### config.mk
export PLATFORM = sky130hd
export DESIGN_NAME = i2c_ctl_seq
export DESIGN_NICKNAME = d
export VERILOG_FILES = /design/src/rtl/i2c_ctl_seq.sv
export SDC_FILE = /design/constraint.sdc
export NUM_CORES = 1
export LEC_CHECK = 0
export ABC_AREA = 1
export BUFFER_PORTS_ARGS = -buffer_cell sky130_fd_sc_hd__buf_2
export CAP_MARGIN = 30
export CORE_MARGIN = 3
export CORE_UTILIZATION = 38
export CTS_CLUSTER_DIAMETER = 50
export DETAILED_ROUTE_END_ITERATION = 10
export PLACE_DENSITY_LB_ADDON = 0.3
export SYNTH_ARGS = -nofsm -noshare
export SYNTH_HDL_FRONTEND = slang
export SYNTH_SLANG_ARGS = --single-unit
### constraint.sdc
create_clock -name clk -period 1 [get_ports clk]
set_input_delay 0.1 -clock clk [delete_from_list [all_inputs] [get_ports clk]]
set_output_delay 0.1 -clock clk [all_outputs]
set_load 0.02 [all_outputs]
### src/rtl/i2c_ctl_seq.sv
module i2c_ctl_seq (
  input  logic       clk,
  input  logic       rst_n,
  input  logic       ctl_we,
  input  logic [7:0] ctl_wdata,
  output logic [7:0] ctl_rdata,
  output logic [3:0] stat_rdata,
  input  logic       eng_bus_busy,
  input  logic       eng_trx,
  input  logic       eng_addr_match,
  input  logic       eng_slave_tx,
  input  logic       eng_byte_done,
  input  logic       eng_arb_lost,
  input  logic       eng_bus_err,
  output logic       cmd_start,
  output logic       cmd_rstart,
  output logic       cmd_stop,
  output logic       ack_drive_en,
  output logic       scl_hold,
  output logic       irq
);

  logic msel, pend, ack_en, berr_ie, irq_f, al, ber;

  wire w_msel  = ctl_wdata[0];
  wire w_rs    = ctl_wdata[1];
  wire w_irq   = ctl_wdata[4];
  wire w_ber   = ctl_wdata[5];
  wire in_mint = msel && irq_f;

  always_ff @(posedge clk) begin
    if (!rst_n) begin
      msel <= 1'b0; pend <= 1'b0; ack_en <= 1'b0; berr_ie <= 1'b0;
      irq_f <= 1'b0; al <= 1'b0; ber <= 1'b0;
      cmd_start <= 1'b0; cmd_rstart <= 1'b0; cmd_stop <= 1'b0;
    end else begin
      cmd_start  <= 1'b0;
      cmd_rstart <= 1'b0;
      cmd_stop   <= 1'b0;
      if (ctl_we) begin
        ack_en  <= ctl_wdata[2];
        berr_ie <= ctl_wdata[3];
        if (!w_irq) begin
          irq_f <= 1'b0;
          al    <= 1'b0;
        end
        if (!w_ber) ber <= 1'b0;
        if (in_mint && !w_msel) begin
          msel     <= 1'b0;
          irq_f    <= 1'b0;
          cmd_stop <= 1'b1;
        end else if (in_mint && w_rs) begin
          irq_f      <= 1'b0;
          cmd_rstart <= 1'b1;
        end else if (!msel && !pend && w_msel) begin
          if (!eng_bus_busy) begin
            msel      <= 1'b1;
            cmd_start <= 1'b1;
          end else if (!eng_trx) begin
            pend <= 1'b1;
          end
        end
      end
      if (pend) begin
        if (eng_addr_match && eng_slave_tx) begin
          pend <= 1'b0;
        end else if (!eng_bus_busy) begin
          pend      <= 1'b0;
          msel      <= 1'b1;
          cmd_start <= 1'b1;
        end
      end
      if (eng_byte_done) irq_f <= 1'b1;
      if (eng_bus_err)   ber   <= 1'b1;
      if (eng_arb_lost) begin
        irq_f <= 1'b1;
        al    <= 1'b1;
        msel  <= 1'b0;
      end
    end
  end

  assign ctl_rdata    = {2'b00, ber, irq_f, berr_ie, ack_en, 1'b0, msel};
  assign stat_rdata   = {eng_trx, eng_addr_match, al, eng_bus_busy};
  assign ack_drive_en = ack_en;
  assign scl_hold     = irq_f;
  assign irq          = irq_f | (ber & berr_ie);

  assert_one_cmd_R11: assert property (@(posedge clk) disable iff (!rst_n)
    $onehot0({cmd_start, cmd_rstart, cmd_stop}));

  assert_start_idle_R5: assert property (@(posedge clk) disable iff (!rst_n)
    cmd_start |-> !$past(eng_bus_busy));

  assert_stop_clears_R3: assert property (@(posedge clk) disable iff (!rst_n)
    cmd_stop |-> !ctl_rdata[0]);

  assert_arb_drop_R7: assert property (@(posedge clk) disable iff (!rst_n)
    eng_arb_lost |=> (!ctl_rdata[0] && stat_rdata[1] && scl_hold));

  assert_done_irq_R8: assert property (@(posedge clk) disable iff (!rst_n)
    eng_byte_done |=> irq);

endmodule

# --- Word level (Yosys, flattened, before mapping) ---
# Cells that the tools add are included.
totals:
  ff_bits: 10
  in_bits: 18
  output_inout_bits: 18
  word_cells: 73
classes:
  eq_ne: 3
  n_mux: 38
  bitwise: 4
  reduce_logical: 18
op_table:
  columns: ["cell", "count"]
  rows:
  - ["2-to-1 mux 1 bit", 38]
  - ["AND reduction 2 bit", 4]
  - ["logical AND 1 bit", 6]
  - ["!= test 5 x 1 -> 1 bit, second input constant", 1]
  - ["!= test 2 x 1 -> 1 bit, second input constant", 2]
  - ["nonzero test 2 bit", 2]
  - ["logical NOT 1 bit", 3]
  - ["nonzero test 3 bit", 1]
  - ["OR reduction 3 bit", 1]
  - ["inverter 1 bit", 2]
  - ["OR reduction 2 bit", 1]
  - ["bitwise AND 1 bit", 1]
  - ["bitwise OR 1 bit", 1]

# --- Logic depth before layout (Yosys ltp) ---
# Gate-level depths: netlist of the first run.
logic_depth:
  word_depth: 10
  depth_mapped: 6
  depth_no_buf: 6

# --- Worst setup path before layout of the first run ---
# Ideal clock, no wire load.
synth_timing:
  kind: "reg-to-reg"
  startpoint: "register irq_f (netlist: scl_hold)"
  endpoint: "register irq_f (netlist: scl_hold)"
  setup_ns: 0.121
  t_arrival_ns: 0.800
  required_time_ns: 0.879
  setup_slack_ns: 0.079
  path_stages_with_launch: 6
  path_buffers: 0
  synth_period_minus_slack_ns: 0.921
  cell_sequence: "dfxtp_1 > nand3_1 > nand2_1 > nand2_1 > nand2_1 > a21oi_1"
synth_via:
  elab_chain_cells: 7
  elab_cells_between_ends: 10
  cone_classes: "eq/ne (1); mux (5); reduce/logical (4)"
synth_lines:
  columns: ["item", "line_no", "source"]
  rows:
  - ["from (decl)", "23", "logic msel, pend, ack_en, berr_ie, irq_f, al, ber;"]
  - ["from (signal assigned)", "34", "irq_f <= 1'b0; al <= 1'b0; ber <= 1'b0;"]
  - ["from (signal assigned)", "44", "irq_f <= 1'b0;"]
  - ["from (signal assigned)", "50", "irq_f <= 1'b0;"]
  - ["logical AND 1 bit *", "29", "wire in_mint = msel && irq_f;"]
  - ["logical AND 1 bit", "52", "end else if (in_mint && w_rs) begin"]
  - ["2-to-1 mux 1 bit", "52", null]
  - ["2-to-1 mux 1 bit", "48", "if (in_mint && !w_msel) begin"]
  - ["2-to-1 mux 1 bit", "40", "if (ctl_we) begin"]
  - ["2-to-1 mux 1 bit", "73", "if (eng_byte_done) irq_f <= 1'b1;"]
  - ["2-to-1 mux 1 bit", "75", "if (eng_arb_lost) begin"]
# Mark *: on every way between the ends. The rest lies on a longest branch, timed or not. The select of a mux whose other input is x is not followed.
# A chain may end at the register's enable or synchronous reset.

# --- Worst setup path after layout of the first run ---
layout_timing:
  startpoint: "register irq_f (netlist: scl_hold)"
  endpoint: "output irq"
layout_via:
  elab_chain_cells: 1
layout_lines:
  columns: ["item", "line_no", "source"]
  rows:
  - ["bitwise OR 1 bit", "87", "assign irq = irq_f | (ber & berr_ie);"]
  - ["to (decl)", "20", "output logic irq"]
# Every way passes these cells.

==> results of run 1 <==
cells in the final DEF (no fill, tap or decap), drive strengths merged:
cell type,Yosys,layout
clkbuf,0,3
a21oi,5,5
a31oi,1,1
buf,12,30
nor3,1,1
inv,7,7
nand3,4,4
o21ai,4,4
nor2,9,9
nor4,1,1
nand4,1,1
conb,1,3
nand2,12,12
dfxtp,10,10
cells by family (layout without fill, tap and decap cells):
| family | after synthesis | in the layout | synth area share (%) |
|---|---|---|---|
| buf+inv | 19 | 40 | 23.43 |
| other cells | 1 | 3 | 0.7549 |
| simple gates | 28 | 28 | 24.44 |
| compound gates | 10 | 10 | 11.08 |
| flops | 10 | 10 | 40.30 |
state kept, by name, summed over array words and instances (netlist names):
name          count
ack_drive_en      1
al                1
ber               1
berr_ie           1
cmd_rstart        1
cmd_start         1
cmd_stop          1
msel              1
pend              1
scl_hold          1
final cells by class:
cell class | instances | share of cell area, %
well taps | 14 | 2.851
multi-input cells | 41 | 30.55
repair buffers | 30 | 25.46
inverters | 7 | 4.277
flip-flops and latches | 10 | 33.20
clock buffers | 3 | 3.666
final timing paths:
check / end / start / slack (ps) / cells after the start
worst max-delay path: irq / scl_hold / 60 / 3
worst min-delay path: berr_ie / ctl_wdata[3] / 60 / 3
worst max register to register: msel / msel / 150 / 5
worst min register to register: al / al / 470 / 2
cell usage after synthesis:
cell type  instances  area (sq um)
a21oi_1            4         20.02
a21oi_2            1         8.760
a31oi_1            1         6.260
buf_4             12         90.09
conb_1             1         3.750
dfxtp_1           10         200.2
inv_1              6         22.52
inv_2              1         3.750
nand2_1           11         41.29
nand2_2            1         6.260
nand3_1            4         20.02
nand4_1            1         6.260
nor2_1             8         30.03
nor2_2             1         6.260
nor3_1             1         5.000
nor4_1             1         6.260
o21ai_0            4         20.02
per-stage QoR:
step | area, sq um | std cells | power [mW] | utilization [%]
3_3_place_gp | 581.8 | 102 | 0.6034 | 49.68
2_1_floorplan | 504.2 | 70 | 0.5667 | -
4_1_cts | 605.6 | 105 | 0.8757 | 51.71
6_report | 614.3 | 105 | 0.8704 | 52.46
3_5_place_dp | 581.8 | 102 | 0.6056 | 49.68
5_1_grt | 614.3 | 105 | 0.9114 | 52.46
worst register-to-register path, stage by stage, from the launching register on:
cell and delay [ps]:
dfxtp_2 340, nor2_1 140, nand3_1 90, nand2_1 70, nand2_2 50, a21oi_2 100
power by group:
part | internal (mW) | switching, mW | leakage [nW] | total [mW]
sequential | 0.417 | 0.0115 | 0.0831 | 0.428
combinational | 0.0642 | 0.110 | 0.239 | 0.174
clock | 0.139 | 0.130 | 0.0138 | 0.268
total | 0.620 | 0.251 | 0.336 | 0.870
routing by layer:
layer  global-route usage (%)  wire (um)
met5                        0          0
met3                    3.004         99
met1                    13.95        433
met2                    19.14        469
met4                    9.317         34
repair_timing:
| action | in CTS | in global routing |
|---|---|---|
| resized for setup | 1 | 5 |
| endpoints found under the setup margin | 1 | 3 |
| cloned | 0 | 0 |
| setup buffers | 0 | 0 |
| pin swaps | 0 | 1 |
==> impl_metrics.csv, run 1 <==
group,metric,value,unit
status,status,"completed",
power_and_ir_drop,leakage,0.3360,nW
floorplanning,core-area,1171,sq um
synthesis,ys_warn_count,0,
route,wl,1036,um
timing,fin_crit_sh,93.62,%
route,vias_per_cell,4.514,
clocking,cts.sinks,10,
run,cap_viol_max_count,0,
timing,setup-violations-final,0,
finish,multi_input_area,187.7,sq um
clocking,clk_latency,260,ps
global_route,grt_pass1_wl,1649,um
placement,place_ws,135.8,ps
timing,timing.hold.ws,59.21,ps
min_path,min_path_type,"primary input to register",
floorplanning,rows,12,
power_and_ir_drop,power_density,1417,nW/um^2
route,drt_pass1_iterations,3,
clocking,cts_tree,"yes",
synthesis,ys_types,17,
global_route,grt_use_total,12.16,%
finish,area_growth,23.68,%
route,routedWlPerCell,9.867,um
global_route,grt-ovfl-total,0,
floorplanning,dieArea,1777,sq um
route,vias,474,
global_route,grt_max_degree,8,
synthesis,syn_area_per_cell,7.305,sq um
synthesis,seq_area_frac_synth,40.30,%
synthesis,synthCells,68,
timing,final.setup.tns,0,ps
clocking,clk_path_buf_depth,2,
clocking,holdBufCountCts,0,
floorplanning,start_util,42.41,%
global_route,grt_antenna_before_repair,0,
timing,rsz0062_at_grt,"false",
setup_path,path_buf_inv,2,
setup_path,cp-end-kind,"primary output",
timing,fmax,1.068,GHz
floorplanning,pin_count,36,
setup_path,worstSetupPathType,"register to primary output",
timing,skew,0.1338,ps
clocking,cts-root-buf,"clkbuf_4",
placement,hpwlAfterDp,844.9,um
route,ant_nets,0,
finish,drive_gt1_share,45.05,%
setup_path,required,900,ps
setup_path,critPathMaxStageDelay,360,ps
setup_path,cp_slowest_cell,"dfxtp_2",
placement,place.gp.congestion,0.7458,
timing,period_minus_slack,936.2,ps
timing,final_hold_viol_count,0,
setup_path,path_cells,"inv_2, nand2_1, buf_6",
placement,port_buffers,30,
setup_path,crit_fanout,5,
setup_path,crit_path_start_kind,"register",
clocking,numCtsBuffers,3,
route,drtIter0Drc,4,
synthesis,synth_area,496.7,sq um
clocking,clk_pin_slew,60,ps
route,route.detailed.drc,0,
power_and_ir_drop,vdd.ir_drop.worst,0.0007621,V
global_route,grt_pass1_vias,383,
finish,num-fill-cells,123,
floorplanning,die_h,42.16,um
finish,regArea,203.9,sq um
timing,drv_slew,0,
setup_path,critPathTopFamily,"flip-flops",
setup_path,arrival,840,ps
timing,fin_ws,63.81,ps
clocking,cts_max_level,1,
finish,diodes,0,
finish,final_nets,111,
synthesis,synth-seq-cells,10,
floorplanning,die_w,42.16,um
(Power assumes the default switching activity.)
==> run 2, diff against run 1 <==
RECOVER_POWER = 50   (was not set)
==> impl_metrics.csv, run 2 (synthesis gave the netlist of run 1 again) <==
group,metric,value,unit
setup_path,critPathMaxStageDelay,360,ps
timing,setup-violations-final,0,
global_route,grt_use_total,12.16,%
route,vias_per_cell,4.524,
floorplanning,rows,12,
clocking,cts.sinks,10,
placement,dp_cells,102,
global_route,grt-ovfl-total,0,
timing,fin_crit_sh,93.62,%
finish,area_growth,22.17,%
power_and_ir_drop,vdd.ir_drop.worst,0.0007617,V
route,wl,1037,um
clocking,clk_pin_slew,60,ps
min_path,min_delay_worst_endpoint,"berr_ie",
min_path,hold_path_depth,3,
timing,timing.hold.ws,59.25,ps
setup_path,cp-end-kind,"primary output",
finish,num-fill-cells,127,
floorplanning,start_util,42.41,%
setup_path,required,900,ps
floorplanning,die_h,42.16,um
global_route,grt_pass1_wl,1649,um
clocking,cts_max_level,1,
power_and_ir_drop,power_density,1431,nW/um^2
finish,multi_input_area,187.7,sq um
timing,fmax,1.068,GHz
power_and_ir_drop,leakage,0.3146,nW
route,routedWlPerCell,9.876,um
clocking,cts_setup_buffers,0,
setup_path,ff2ff_setup_slack,150,ps
finish,final_common_cell,"buf_2",
finish,instances_no_fill,105,
clocking,cts-root-buf,"clkbuf_4",
route,vias,475,
timing,final_hold_viol_count,0,
clocking,clk_latency,260,ps
timing,final.setup.tns,0,ps
route,ant_nets,0,
finish,drive_gt1_share,38.46,%
global_route,grt_pass1_vias,383,
setup_path,r2r_end,"msel",
route,drtIter0Drc,4,
timing,skew,0.1028,ps
placement,place.gp.congestion,0.7458,
global_route,grt_max_degree,8,
placement,port_buffers,30,
setup_path,cp_slowest_cell,"dfxtp_2",
setup_path,worstSetupPathType,"register to primary output",
timing,period_minus_slack,936.2,ps
setup_path,crit_path_start_kind,"register",
floorplanning,core-area,1171,sq um
min_path,hp-start,"ctl_wdata[3]",
floorplanning,dieArea,1777,sq um
setup_path,crit_fanout,5,
setup_path,r2r_cells,5,
floorplanning,die_w,42.16,um
finish,final_cell_mix,"buf_2 (23), nand2_1 (11), nor2_1 (8), dfxtp_1 (7), clkbuf_1 (6)",
run,cap_viol_max_count,0,
clocking,cts_tree,"yes",
setup_path,arrival,840,ps
placement,hpwlAfterDp,844.9,um
status,status,"completed",
finish,regArea,203.9,sq um
finish,final_nets,111,
setup_path,worstReg2RegStart,"msel",
route,route.detailed.drc,0,
clocking,numCtsBuffers,3,
min_path,min_path_type,"primary input to register",
finish,diodes,0,
global_route,grt_antenna_before_repair,0,
floorplanning,pin_count,36,
clocking,clk_path_buf_depth,2,
route,drt_pass1_iterations,3,
timing,rsz0062_at_grt,"false",
timing,drv_slew,0,
setup_path,path_cells,"inv_2, nand2_1, buf_6",
power_and_ir_drop,p_total,0.8686,mW
clocking,holdBufCountCts,0,
==> run 2: changes by cell type in the layout (fill, tap and decap cells not counted), sizes merged <==
| cell | before | now |
|---|---|---|
| buf | 30 | 24 |
| clkbuf | 3 | 9 |
==> run 2: final cells by class <==
| class | instances | area share, % |
|---|---|---|
| sequential | 10 | 33.61 |
| timing repair buffer | 30 | 24.54 |
| tap | 14 | 2.887 |
| clock buffer | 3 | 3.711 |
| multi-input combinational | 41 | 30.93 |
| inverter | 7 | 4.330 |
==> run 2: stage by stage <==
stage | instance area [sq um] | worst slack (ps) | utilization [%]
2_1_floorplan | 504.2 | 78.53 | -
3_3_place_gp | 581.8 | 138.2 | 49.68
3_5_place_dp | 581.8 | 135.8 | 49.68
4_1_cts | 605.6 | 8.616 | 51.71
5_1_grt | 606.8 | 3.244 | 51.82
6_report | 606.8 | 63.81 | 51.82
==> run 2: how the worst max path moves through the flow <==
stage	startpoint	endpoint	slack, ps	cells past startpoint
after floorplan	scl_hold	scl_hold	80	5
after global placement	msel	msel	140	5
after detailed placement	msel	msel	140	5
after CTS	scl_hold	irq	9	3
after global routing	ber	irq	3	3
final	scl_hold	irq	60	3
==> run 2: what timing repair did <==
item,4_1_cts,5_1_grt
setup endpoints to repair,1,3
pin swaps,0,1
resized for setup,1,5
==> run 2: critical path: cells and delay by family (launching register included) <==
family,cells,cell delay (ps)
buffers and inverters,2,150
AND/OR/NAND/NOR,1,60
flip-flops,1,360
==> run 2: layer usage <==
layer / vias to the layer above / wire, um / GRT usage, %
met5: - / 0 / 0
met4: 0 / 34 / 9.317
met3: 5 / 98 / 3.004
met2: 22 / 471 / 19.14
met1: 198 / 433 / 13.95
li1: 250 / - / -
==> run 2: power by group <==
group / switching, mW / internal, mW / total, mW
Combinational: 0.110 / 0.0622 / 0.172
Clock: 0.130 / 0.139 / 0.268
Sequential: 0.0115 / 0.417 / 0.428
